`src/rtl/hitcnt_pkg.sv`:
```
package hitcnt_pkg;
  localparam int unsigned WORD_W     = 32;
  localparam int unsigned NIB_W      = 4;
  localparam int unsigned CH_PER_WD  = WORD_W / NIB_W;
  localparam int unsigned SAT_MAX    = 4;
  localparam int unsigned BX_W       = 8;
  localparam int unsigned NHITS_W    = 10;
  localparam int unsigned BUF_W      = 2;
  localparam int unsigned MODID_W    = 9;

  typedef struct packed {
    logic [MODID_W-1:0] modid;
    logic               tdc_type;
    logic               serial;
    logic               spare;
    logic [BUF_W-1:0]   buf_num;
    logic [NHITS_W-1:0] nhits;
    logic [BX_W-1:0]    bx;
  } hdr_t;
endpackage

```
`src/rtl/hitcnt_pack.sv`:
```
module hitcnt_pack
  import hitcnt_pkg::*;
#(
  parameter int unsigned NUM_CH = 48,
  parameter int unsigned CNT_W  = 4
) (
  input  logic [NUM_CH*CNT_W-1:0] counts_i,
  input  logic [NUM_CH-1:0]       mask_i,
  output logic [NUM_CH*NIB_W-1:0] nib_o
);
  for (genvar c = 0; c < NUM_CH; c++) begin : g_ch
    logic [CNT_W-1:0]   raw;
    logic [NIB_W-2:0]   sat;
    assign raw = counts_i[c*CNT_W +: CNT_W];
    assign sat = (raw > CNT_W'(SAT_MAX)) ? (NIB_W-1)'(SAT_MAX) : raw[NIB_W-2:0];
    assign nib_o[c*NIB_W +: NIB_W] = {~mask_i[c], sat};
  end
endmodule

```
`src/rtl/hitcnt_hdr.sv`:
```
module hitcnt_hdr
  import hitcnt_pkg::*;
(
  input  logic [BX_W-1:0]    bx_i,
  input  logic [NHITS_W-1:0] nhits_i,
  input  logic [BUF_W-1:0]   buf_i,
  input  logic               serial_i,
  input  logic [MODID_W-1:0] modid_i,
  output logic [WORD_W-1:0]  hdr_o
);
  hdr_t hdr;
  always_comb begin
    hdr.modid    = modid_i;
    hdr.tdc_type = 1'b1;
    hdr.serial   = serial_i;
    hdr.spare    = 1'b0;
    hdr.buf_num  = buf_i;
    hdr.nhits    = nhits_i;
    hdr.bx       = bx_i;
  end
  assign hdr_o = hdr;
endmodule

```
`src/rtl/hitcnt_seq.sv`:
```
module hitcnt_seq #(
  parameter int unsigned NUM_WORDS = 7,
  localparam int unsigned IDX_W    = $clog2(NUM_WORDS)
) (
  input  logic             clk_i,
  input  logic             rst_ni,
  input  logic             start_i,
  output logic             load_o,
  output logic             active_o,
  output logic             last_o,
  output logic [IDX_W-1:0] idx_o
);
  localparam logic [IDX_W-1:0] LAST_IDX = IDX_W'(NUM_WORDS - 1);

  logic             active_q;
  logic [IDX_W-1:0] idx_q;

  assign load_o = start_i & ~active_q;  // start ignored while sending

  always_ff @(posedge clk_i or negedge rst_ni) begin
    if (!rst_ni) begin
      active_q <= 1'b0;
      idx_q    <= '0;
    end else if (load_o) begin
      active_q <= 1'b1;
      idx_q    <= '0;
    end else if (active_q) begin
      if (idx_q == LAST_IDX) begin
        active_q <= 1'b0;
        idx_q    <= '0;
      end else begin
        idx_q <= idx_q + 1'b1;
      end
    end
  end

  assign active_o = active_q;
  assign idx_o    = idx_q;
  assign last_o   = active_q && (idx_q == LAST_IDX);
endmodule

```
`src/rtl/hitcnt_fmt.sv`:
```
module hitcnt_fmt
  import hitcnt_pkg::*;
#(
  parameter int unsigned NUM_CH = 48,
  parameter int unsigned CNT_W  = 4
) (
  input  logic                    clk_i,
  input  logic                    rst_ni,
  input  logic                    start_i,
  input  logic [NUM_CH*CNT_W-1:0] counts_i,
  input  logic [NUM_CH-1:0]       mask_i,
  input  logic [BX_W-1:0]         bx_i,
  input  logic [NHITS_W-1:0]      nhits_i,
  input  logic [BUF_W-1:0]        buf_i,
  input  logic                    serial_i,
  input  logic [MODID_W-1:0]      modid_i,
  output logic [WORD_W-1:0]       word_o,
  output logic                    valid_o,
  output logic                    last_o
);
  localparam int unsigned NUM_CNT_WDS = NUM_CH / CH_PER_WD;
  localparam int unsigned NUM_WORDS   = NUM_CNT_WDS + 1;
  localparam int unsigned IDX_W       = $clog2(NUM_WORDS);

  logic [NUM_CH*NIB_W-1:0] nib;
  logic [WORD_W-1:0]       hdr;
  logic                    load, active, last;
  logic [IDX_W-1:0]        idx;
  logic [WORD_W-1:0]       rec_q [NUM_WORDS];

  hitcnt_pack #(.NUM_CH(NUM_CH), .CNT_W(CNT_W)) u_pack (
    .counts_i (counts_i),
    .mask_i   (mask_i),
    .nib_o    (nib)
  );

  hitcnt_hdr u_hdr (
    .bx_i     (bx_i),
    .nhits_i  (nhits_i),
    .buf_i    (buf_i),
    .serial_i (serial_i),
    .modid_i  (modid_i),
    .hdr_o    (hdr)
  );

  hitcnt_seq #(.NUM_WORDS(NUM_WORDS)) u_seq (
    .clk_i    (clk_i),
    .rst_ni   (rst_ni),
    .start_i  (start_i),
    .load_o   (load),
    .active_o (active),
    .last_o   (last),
    .idx_o    (idx)
  );

  // snapshot the whole record on an accepted start
  for (genvar w = 0; w < NUM_WORDS; w++) begin : g_rec
    always_ff @(posedge clk_i or negedge rst_ni) begin
      if (!rst_ni)   rec_q[w] <= '0;
      else if (load) rec_q[w] <= (w == NUM_WORDS - 1) ? hdr : nib[w*WORD_W +: WORD_W];
    end
  end

  assign valid_o = active;
  assign last_o  = last;
  assign word_o  = active ? rec_q[idx] : '0;
endmodule

```
`config.mk`:
```
export PLATFORM = sky130hd
export DESIGN_NAME = hitcnt_fmt
export DESIGN_NICKNAME = d
export VERILOG_FILES = /design/src/rtl/hitcnt_pkg.sv /design/src/rtl/hitcnt_pack.sv /design/src/rtl/hitcnt_hdr.sv /design/src/rtl/hitcnt_seq.sv /design/src/rtl/hitcnt_fmt.sv
export SDC_FILE = /design/constraint.sdc
export NUM_CORES = 1
export LEC_CHECK = 0
export BUFFER_PORTS_ARGS = -buffer_cell sky130_fd_sc_hd__buf_2
export CORE_UTILIZATION = 50
export DETAILED_ROUTE_END_ITERATION = 7
export PLACE_DENSITY = 0.75
export SETUP_SLACK_MARGIN = 0.15
export SYNTH_ARGS = -nofsm -noshare
export SYNTH_HDL_FRONTEND = slang
export SYNTH_SLANG_ARGS = --single-unit
export TNS_END_PERCENT = 50
```
`constraint.sdc`:
```
create_clock -name clk_i -period 1.82 [get_ports clk_i]
set_input_delay 0.273 -clock clk_i [delete_from_list [all_inputs] [get_ports clk_i]]
set_output_delay 0.273 -clock clk_i [all_outputs]
set_load 0.05 [all_outputs]
```
* Word-level counts from Yosys, hierarchy flattened
Index checks and enable logic that the tools add are counted.
Word-level totals: register bits after elaboration 227, latch bits 0, RAM bits 0, ROM bits 0, input bits 273, output and inout bits 34, memories 0
Operators by class: add/sub/neg operators 1, multiply operators 0, divide/modulo/power cells 0, $lt $le $gt $ge 49, eq/ne operators 1, shift operators 0, muxes and demuxes 58, bitwise operators 51, reductions and logical operators 2
Operators by type and width (number):
- > comparator 4 x 3 -> 1 bit (second input constant) | 48
- two-way mux 3 bit | 51
- binary-select mux 32 bit (select 3 bit) | 1
- two-way mux 32 bit | 3
- NOT 1 bit | 49
- greater-or-equal comparator 4 bit (second input constant) | 1
- NOT 3 -> 4 bit | 1
- adder 3 x 1 -> 3 bit (second input constant) | 1
- equality test 3 bit (second input constant) | 1
- two-way mux 1 bit | 3
- nonzero test 2 bit | 1
- AND 1 bit | 1
- logical AND 1 bit | 1

* Depth between registers and ports, before layout
Gate-level depths: netlist (run 1).
depth after elaboration 5, gate-level depth with buffers 6

* Hierarchy
A second synthesis (run 1) with hierarchy kept.
Unflattened totals: cells, all modules 905, area, all modules 11702.5 um2
Modules (own cells, without submodules):
- hitcnt_fmt | instances 1, cells each 662, area an instance 10053.4 um2, sequential area each 5605.4 um2
- hitcnt_pack | instances 1, cells each 192, area an instance 1201.2 um2, sequential area each 0.0 um2
- hitcnt_hdr | instances 1, cells each 34, area an instance 247.7 um2, sequential area each 0.0 um2
- hitcnt_seq | instances 1, cells each 17, area an instance 200.2 um2, sequential area each 100.1 um2

* Least setup slack after synthesis (run 1)
No wires, ideal clock.
path kind register -> output, from reg u_seq.active_q, in the netlist u_seq.active_o, to out word_o[10], arrival time 2049 ps, path slack -502 ps, cell stages (with the launch flop) 5, buffers on the path 2, cell sequence dfrtp_1 > clkbuf_1 > clkbuf_1 > o21ai_1 > a21oi_1
On the way: longest elaborated chain between the ends 1
RTL lines:
- from (decl) | RTL line hitcnt_seq.sv:15 | logic active_q;
- from (signal assigned) | RTL line hitcnt_seq.sv:22 | active_q <= 1'b0;
- from (signal assigned) | RTL line hitcnt_seq.sv:25 | active_q <= 1'b1;
- from (signal assigned) | RTL line hitcnt_seq.sv:29 | active_q <= 1'b0;
- two-way mux 32 bit | RTL line hitcnt_fmt.sv:66 | assign word_o = active ? rec_q[idx] : '0;
- to (decl) | RTL line hitcnt_fmt.sv:17 | output logic [WORD_W-1:0] word_o,
No other way between the ends.

* Worst setup path in the final report (run 1)
from reg u_seq.idx_q[0], in the netlist u_seq.idx_o[0], to out word_o[6]
On the way: longest elaborated chain between the ends 5
RTL lines:
- from (decl) | RTL line hitcnt_seq.sv:16 | logic [IDX_W-1:0] idx_q;
- from (signal assigned) | RTL line hitcnt_seq.sv:32 | idx_q <= idx_q + 1'b1;
- NOT 3 -> 4 bit (not written as such) | RTL line hitcnt_fmt.sv:66
- binary-select mux 32 bit (select 3 bit) | RTL line hitcnt_fmt.sv:66
- two-way mux 32 bit (not written as such) (2 in series) | RTL line hitcnt_fmt.sv:66
- two-way mux 32 bit | RTL line hitcnt_fmt.sv:66
No other way between the ends. The select of a mux whose other input is x is not followed.

==> results of run 1 <==
[metrics by stage]
| step | setup WS [ns] | area [µm²] | TNS (ns) | power [mW] |
|---|---|---|---|---|
| 3_3_place_gp | -0.171 | 12600 | -3.50 | 21.2 |
| 2_1_floorplan | 0.122 | 10400 | 0 | 17.8 |
| 4_1_cts | -0.660 | 15200 | -19.72 | 27.4 |
| 3_5_place_dp | -0.191 | 12600 | -4.20 | 21.5 |
| 5_1_grt | -0.702 | 15600 | -21.06 | 30.0 |
| 6_report | -0.648 | 15600 | -18.74 | 28.7 |
[per-layer routing]
metal	share of wire, %	vias to the layer above	track usage (%)
met2	48	461	52.1
li1	-	4216	-
met3	7.6	95	6.80
met1	42	4596	44.0
met5	0	-	0
met4	3.2	0	12.4
[state kept, by name, indices dropped and copies added (netlist names)]
| name | count |
|---|---|
| u_seq.active_o | 1 |
| rec_q | 223 |
| u_seq.idx_o | 3 |
[cell type report]
type	instances	area (µm²)	area share [%]
Multi-Input combinational cell	604	4680	30.1
Timing Repair Buffer	525	4100	26.4
Clock inverter	6	32.5	0.209
Tap cell	265	332	2.13
Clock buffer	36	707	4.54
Sequential cell	227	5690	36.6
Antenna cell	5	12.5	0.0804
[logic make-up after synthesis]
kind of cell,after synthesis,synth area share [%]
AO/OA/AOI/OAI,243,16.9
buffers and inverters,69,3.91
flip-flops,227,56.5
multiplexers,64,10.4
AND/OR/NAND/NOR,297,12.3
[what timing repair did]
action	4_1_cts	5_1_grt
gates cloned	0	1
resized for setup	76	63
pin swaps	0	2
setup buffers	0	3
hold buffers	164	1
setup endpoints to repair	33	37
hold endpoints to repair	208	1
[critical path: stages, from the launching register on]
cell and delay, ns:
dfrtp_4 0.47, buf_12 0.17, buf_4 0.12, mux4_2 0.55
o21ai_4 0.18, a21oi_4 0.04, buf_6 0.16
[synthesized netlist by cell type]
cell	n	area, µm²
a21oi_1	31	155
a22o_1	97	850
a2bb2oi_1	31	272
and3_1	1	6.26
buf_12	3	60.1
buf_2	35	175
buf_4	1	7.51
buf_6	5	56.3
clkbuf_1	25	93.8
dfrtp_1	227	5680
mux2i_1	32	320
mux4_2	32	721
nand2_1	140	526
nand2b_1	2	12.5
nand3_1	1	5.00
nor2_1	98	368
nor2b_1	4	25.0
nor2b_2	1	8.76
nor3_1	41	205
nor3_2	7	70.1
nor3b_1	2	15.0
o21a_1	1	7.51
o21ai_0	54	270
o21ai_1	29	145
[where the power goes]
part	leakage (nW)	switching (mW)	internal, mW
Sequential	2.81	1.79	7.29
Clock	0.365	1.97	2.67
Combinational	4.07	8.19	6.83
[how the worst max path moves through the flow]
stage,start,end,slack (ns),cells after the start
after global placement,u_seq.idx_o[0],word_o[9],-0.17,5
after CTS,u_seq.idx_o[0],word_o[17],-0.66,5
after floorplan,u_seq.idx_o[0],word_o[10],0.12,5
after global routing,u_seq.idx_o[0],word_o[6],-0.70,6
after detailed placement,u_seq.idx_o[0],word_o[9],-0.19,5
final,u_seq.idx_o[0],word_o[6],-0.65,6
[placed cells by master, fill, tap and decap left out, drive strengths merged, types with 32 or more instances in the layout]
master       count
mux4            32
dlygate4sd3    165
o21ai           83
a22o            97
nor3            48
dfrtp          227
buf            360
clkbuf          36
nand2          140
nor2            98
mux2i           32
==> flow_metrics.py, run 1 <==
metrics = {
    "global_route": {
        "grt_start_max_net_pins": 79,
        "grt_first_pass_wirelength_mm": 50.8,
        "first_global_vias": 9550,
        "globalRouteOverflowTotal": 0,
        "grt_antenna_before_repair": 4,
        "grt_usage_pct": 32.6,
    },
    "placement": {
        "finalWeightedCongestion": 0.889,
        "port_buffers": 306,
        "place.detailed.instances": 1452,
        "dp_hpwl_mm": 21.3,
    },
    "yosys": {
        "yosys_warnings": 0,
        "synthesis.nets": 1173,
        "postSynthRegisterBits": 227,
        "synth.lib_cells_used.distinct": 24,
        "synth.cell_area_um2": 10100,
        "synth_area_per_cell_um2": 11.2,
        "syn_inst": 900,
        "share_of_synthesized_area_occupied_by_flip_flops_and_latches_pct": 56.5,
    },
    "layout": {
        "area_growth_syn_to_layout_pct": 54.7,
        "fillers": 1146,
        "layout-drive-gt1-share_pct": 37.7,
        "final_cell_count_no_fill": 1668,
        "final_nets": 1655,
        "post-route-util_pct": 79.4,
    },
    "flow_run": {
        "drv.max_cap_violation_count": 0,
    },
    "worst_setup_path": {
        "cp_data_required_time_ns": 1.55,
        "worstPathMaxFanout": 12,
        "number_of_cells_on_the_worst_reg_to_reg_path": 4,
        "worstSetupPathType": "flop to output port",
        "critical_path_end_type": "output port",
        "regToRegStartpoint": "u_seq.active_o",
        "critPathLaunchType": "flop",
        "cp.arrival_ns": 2.20,
        "regToRegEndpoint": "rec_q[53]",
        "regToRegSetupSlack_ns": 0.15,
    },
    "timing": {
        "final.period_utilization_pct": 136,
        "fin_hold_ws_ns": 0.00348,
        "tightestPinTransition_ns": 0.555,
        "max_slew_headroom_pct": 62.7,
        "finalMaxSlewViolations": 0,
        "period_needed_ns": 2.47,
        "fin_skew_ns": 0.00638,
        "postLayoutSetupSlackWorst_ns": -0.648,
        "max_freq_mhz": 405,
        "setup_viol": 33,
        "timing.final.hold_violations": 0,
        "grt_setup_unrepaired": "yes",
    },
    "drt": {
        "sum_of_routed_wire_length_over_all_layers_mm": 34.4,
        "routed_wire_length_per_instance_um": 20.6,
        "num_vias": 9368,
        "via_per_inst": 5.62,
        "antenna_left": 0,
        "drt_drc_violations_left": 0,
        "drt_pass1_iterations": 5,
        "dr.first_iter.drc_count": 654,
    },
    "floorplanning": {
        "placeableCoreArea_um2": 19600,
        "effective_utilization_at_floorplan_pct": 51.3,
        "die_area_um2": 20700,
        "die_y_um": 144,
        "fp-row-count": 51,
        "count_of_boundary_i_o_pins": 307,
        "die-width_um": 144,
    },
    "power_and_ir_drop": {
        "max-vdd-ir-drop_mv": 1.06,
        "static-leakage-power_nw": 7.24,
        "pwr_density_cell_nw_per_um2": 1850,
    },
    "clocking": {
        "cts_tree": "done",
        "clk_latency_ns": 0.51,
        "cts_buffer_depth": 3,
        "cts.root.buffer_cell": "clkbuf_16",
        "tritoncts_buffer_count": 24,
        "clock_sink_count": 227,
        "cts.reportedPaths.clkPinSlew_ns": 0.06,
        "cts_max_level": 1,
    },
    "min_path": {
        "worst_hold_path.endpoint": "rec_q[157]",
        "holdCritStartpoint": "counts_i[93]",
        "hp-class": "input pin to flop",
        "hold_depth": 2,
    },
    "run_status": {
        "violations": "negative setup slack",
        "status": "complete, but fails checks",
    },
}
(Power assumes the default switching activity.)
==> run 2, diff against run 1 <==
--- a/config.mk
+++ b/config.mk
@@ -8,9 +8,11 @@
 export BUFFER_PORTS_ARGS = -buffer_cell sky130_fd_sc_hd__buf_2
 export CORE_UTILIZATION = 50
 export DETAILED_ROUTE_END_ITERATION = 7
-export PLACE_DENSITY = 0.75
+export PLACE_DENSITY = 0.73
+export REMOVE_ABC_BUFFERS = 1
 export SETUP_SLACK_MARGIN = 0.15
 export SYNTH_ARGS = -nofsm -noshare
 export SYNTH_HDL_FRONTEND = slang
+export SYNTH_HIERARCHICAL = 1
 export SYNTH_SLANG_ARGS = --single-unit
 export TNS_END_PERCENT = 50
==> run 2 against run 1 <==
Effect of this change: the run still ends with negative setup slack left; critical path depth rose by 2; global-route usage fell by 9.1 points; fmax rose by 0.64%; area after synthesis rose by 16%; synthesized cell count rose by 0.56%; clock power rose by 6.7%; largest cell class is now multi-input gates; non-clock buffer count fell by 123; core utilization fell by 10 points; critical endpoint is now word_o[31]; worst hold slack improved by 0.024 ns.
==> flow_metrics.py, run 2 <==
metrics = {
    "yosys": {
        "synth_enable_flop_cells": 0,
        "yosys_warnings": 6,
        "yosys-top-cells-count": "228 x dfrtp_1, 224 x mux2_2, 96 x nor3b_1, 48 x inv_1, 48 x or2_1",
        "synth.largest_area_cell": "dfrtp_1",
        "synth_area_per_cell_um2": 12.9,
        "postSynth.asyncResetShare_pct": 100,
        "share_of_synthesized_area_occupied_by_flip_flops_and_latches_pct": 48.8,
        "post-synth-top-count-cell": "dfrtp_1",
        "syn_inst": 905,
        "synth_top_flop_cell": "dfrtp_1",
        "synth_top_area_share_pct": 48.8,
        "synth.lib_cells_used.distinct": 27,
        "synth.cell_area_um2": 11700,
        "cells_taking_the_most_area_after_synthesis": "dfrtp_1 49%, mux2_2 22%, mux4_2 6.2%, nor3b_1 6.2%, mux2i_1 2.7%",
        "postSynthRegisterBits": 228,
    },
    "layout": {
        "finish.instance_area_um2": 15800,
        "largest_register_ff_count": 224,
        "mostFrequentLayoutCell": "buf_2",
        "layout-drive-gt1-share_pct": 58.7,
        "post-route-util_pct": 69.3,
        "final_nets": 1522,
        "area_growth_syn_to_layout_pct": 34.8,
        "max_flop_register": "rec_q",
        "final_cell_mix": "271 x buf_2, 224 x mux2_2, 224 x dfrtp_1",
    },
    "power_and_ir_drop": {
        "max-vdd-ir-drop_mv": 1.19,
        "pwr_density_cell_nw_per_um2": 1870,
        "static-leakage-power_nw": 7.22,
        "total_power_mw": 29.6,
    },
    "timing": {
        "max_freq_mhz": 408,
        "final.period_utilization_pct": 135,
        "postLayoutSetupSlackWorst_ns": -0.633,
        "timing.final.hold_violations": 0,
        "tightestPinTransition_ns": 0.620,
        "fin_skew_ns": 0.00603,
        "setup_viol": 33,
        "final.setup.tns_ns": -19.21,
        "grt_setup_unrepaired": "yes",
        "max_slew_headroom_pct": 58.7,
        "finalMaxSlewViolations": 0,
        "period_needed_ns": 2.45,
    },
    "drt": {
        "sum_of_routed_wire_length_over_all_layers_mm": 29.0,
        "via_per_inst": 5.32,
        "drt_pass1_iterations": 4,
        "drt_drc_violations_left": 0,
        "antenna_left": 0,
        "routed_wire_length_per_instance_um": 18.4,
        "num_vias": 8398,
        "dr.first_iter.drc_count": 327,
    },
    "clocking": {
        "cts.root.buffer_cell": "clkbuf_16",
        "cts.reportedPaths.clkPinSlew_ns": 0.06,
        "clock_sink_count": 228,
        "cts_max_level": 1,
        "cts_tree": "done",
        "cts_buffer_depth": 3,
        "clk_latency_ns": 0.51,
        "tritoncts_buffer_count": 25,
    },
    "worst_setup_path": {
        "worstSetupEndpoint": "word_o[31]",
        "critPathLaunchType": "flop",
        "number_of_cells_on_the_worst_reg_to_reg_path": 4,
        "cp.arrival_ns": 2.18,
        "setup.worst_path.start": "u_seq/idx_o[0]",
        "cp_data_required_time_ns": 1.55,
        "regToRegSetupSlack_ns": 0.23,
        "worstPathMaxFanout": 6,
        "worstSetupPathType": "flop to output port",
        "regToRegEndpoint": "rec_q[159]",
        "regToRegStartpoint": "u_seq/active_o",
        "critical_path_end_type": "output port",
    },
    "floorplanning": {
        "fp-row-count": 55,
        "die_y_um": 155,
        "effective_utilization_at_floorplan_pct": 51.4,
        "die_area_um2": 24000,
        "placeableCoreArea_um2": 22800,
        "die-width_um": 155,
        "count_of_boundary_i_o_pins": 307,
    },
    "global_route": {
        "grt_usage_pct": 23.6,
        "grt_antenna_before_repair": 3,
        "first_global_vias": 8734,
        "grt_start_max_net_pins": 54,
        "globalRouteOverflowTotal": 0,
        "grt_first_pass_wirelength_mm": 44.5,
    },
    "run_status": {
        "status": "complete, but fails checks",
        "violations": "negative setup slack",
    },
    "placement": {
        "finalWeightedCongestion": 0.781,
        "placed_cell_area_um2": 13800,
        "dp_hpwl_mm": 19.7,
        "port_buffers": 306,
    },
    "min_path": {
        "hp-class": "input pin to flop",
    },
    "flow_run": {
        "drv.max_cap_violation_count": 0,
    },
}
==> run 2: cell types whose count changed after synthesis, moves of 14 or more <==
cell	delta
inv_1	+48
o21ai_1	-14
clkbuf_1	-14
nor3_1	-41
or2_1	+48
nand2_1	-139
buf_4	+33
o21ai_0	-37
mux2_2	+224
a22o_1	-96
nor2_1	-97
nor3b_1	+94
==> run 2: stage by stage <==
step | std cells | setup WS, ns | hold slack (ns)
3_3_place_gp | 1491 | -0.222 | 0.234
6_report | 1580 | -0.633 | 0.0276
5_1_grt | 1578 | -0.696 | 0.0140
4_1_cts | 1571 | -0.635 | 0.00598
2_1_floorplan | 820 | -10.19 | -0.0226
3_5_place_dp | 1491 | -0.233 | 0.233
==> run 2: kinds of logic (layout without fill, tap and decap cells) <==
group / after synthesis / in the layout / share of synthesized area (%)
mux: 288 / 288 / 30.5
compound gates: 100 / 100 / 5.41
buf+inv: 133 / 492 / 5.97
flops: 228 / 228 / 48.8
simple gates: 154 / 154 / 9.36
other cells: 2 / 5 / 0.0642
==> run 2: how the worst min path moves through the flow <==
stage	start	slack (ns)	endpoint	cells past startpoint
after detailed placement	rst_ni	0.23	rec_q[73]	1
after global routing	nhits_i[2]	0.01	rec_q[10]	2
after CTS	modid_i[7]	0.006	rec_q[30]	2
final	nhits_i[7]	0.03	rec_q[15]	2
after global placement	rst_ni	0.23	rec_q[73]	1
after floorplan	rst_ni	-0.02	rec_q[0]	0
==> run 2: area by class of cell <==
type	instances	area, µm²
clock buffers	32	692
fillers	1623	7000
diodes	3	7.51
clock inverters	10	105
flip-flops and latches	228	5720
multi-input cells	544	5730
repair buffers	402	2960
well taps	313	392
inverters	48	180
==> run 2: worst max-delay path, cell delays in order (launching register included) <==
cell and delay [ns]:
dfrtp_4 0.50, buf_12 0.17, buf_6 0.12, nor2b_4 0.12
buf_12 0.15, clkbuf_16 0.16, a2bb2oi_2 0.14, a21oi_1 0.08
buf_4 0.22
==> run 2: power breakdown <==
group	total [mW]	internal [mW]	switching (mW)
Sequential	9.16	7.56	1.61
Combinational	15.5	8.04	7.43
Clock	4.95	2.95	2.00
==> run 2: repair_timing <==
| action | in CTS | in global routing |
|---|---|---|
| setup endpoints to repair | 34 | 33 |
| buffers inserted | 10 | 3 |
| resized for setup | 70 | 90 |
| hold endpoints to repair | 70 | 0 |
| pin swaps | 2 | 24 |
| gates cloned | 2 | 3 |
| hold buffers | 26 | 0 |
==> run 2: routing by layer <==
metal  part of all wire (%)  track usage (%)  routed length (µm)
met5                  0.059                0                  17
met3                    4.7             3.54                1360
met2                     50             40.9               14500
met1                     43             31.0               12600
met4                    2.2             5.75                 641
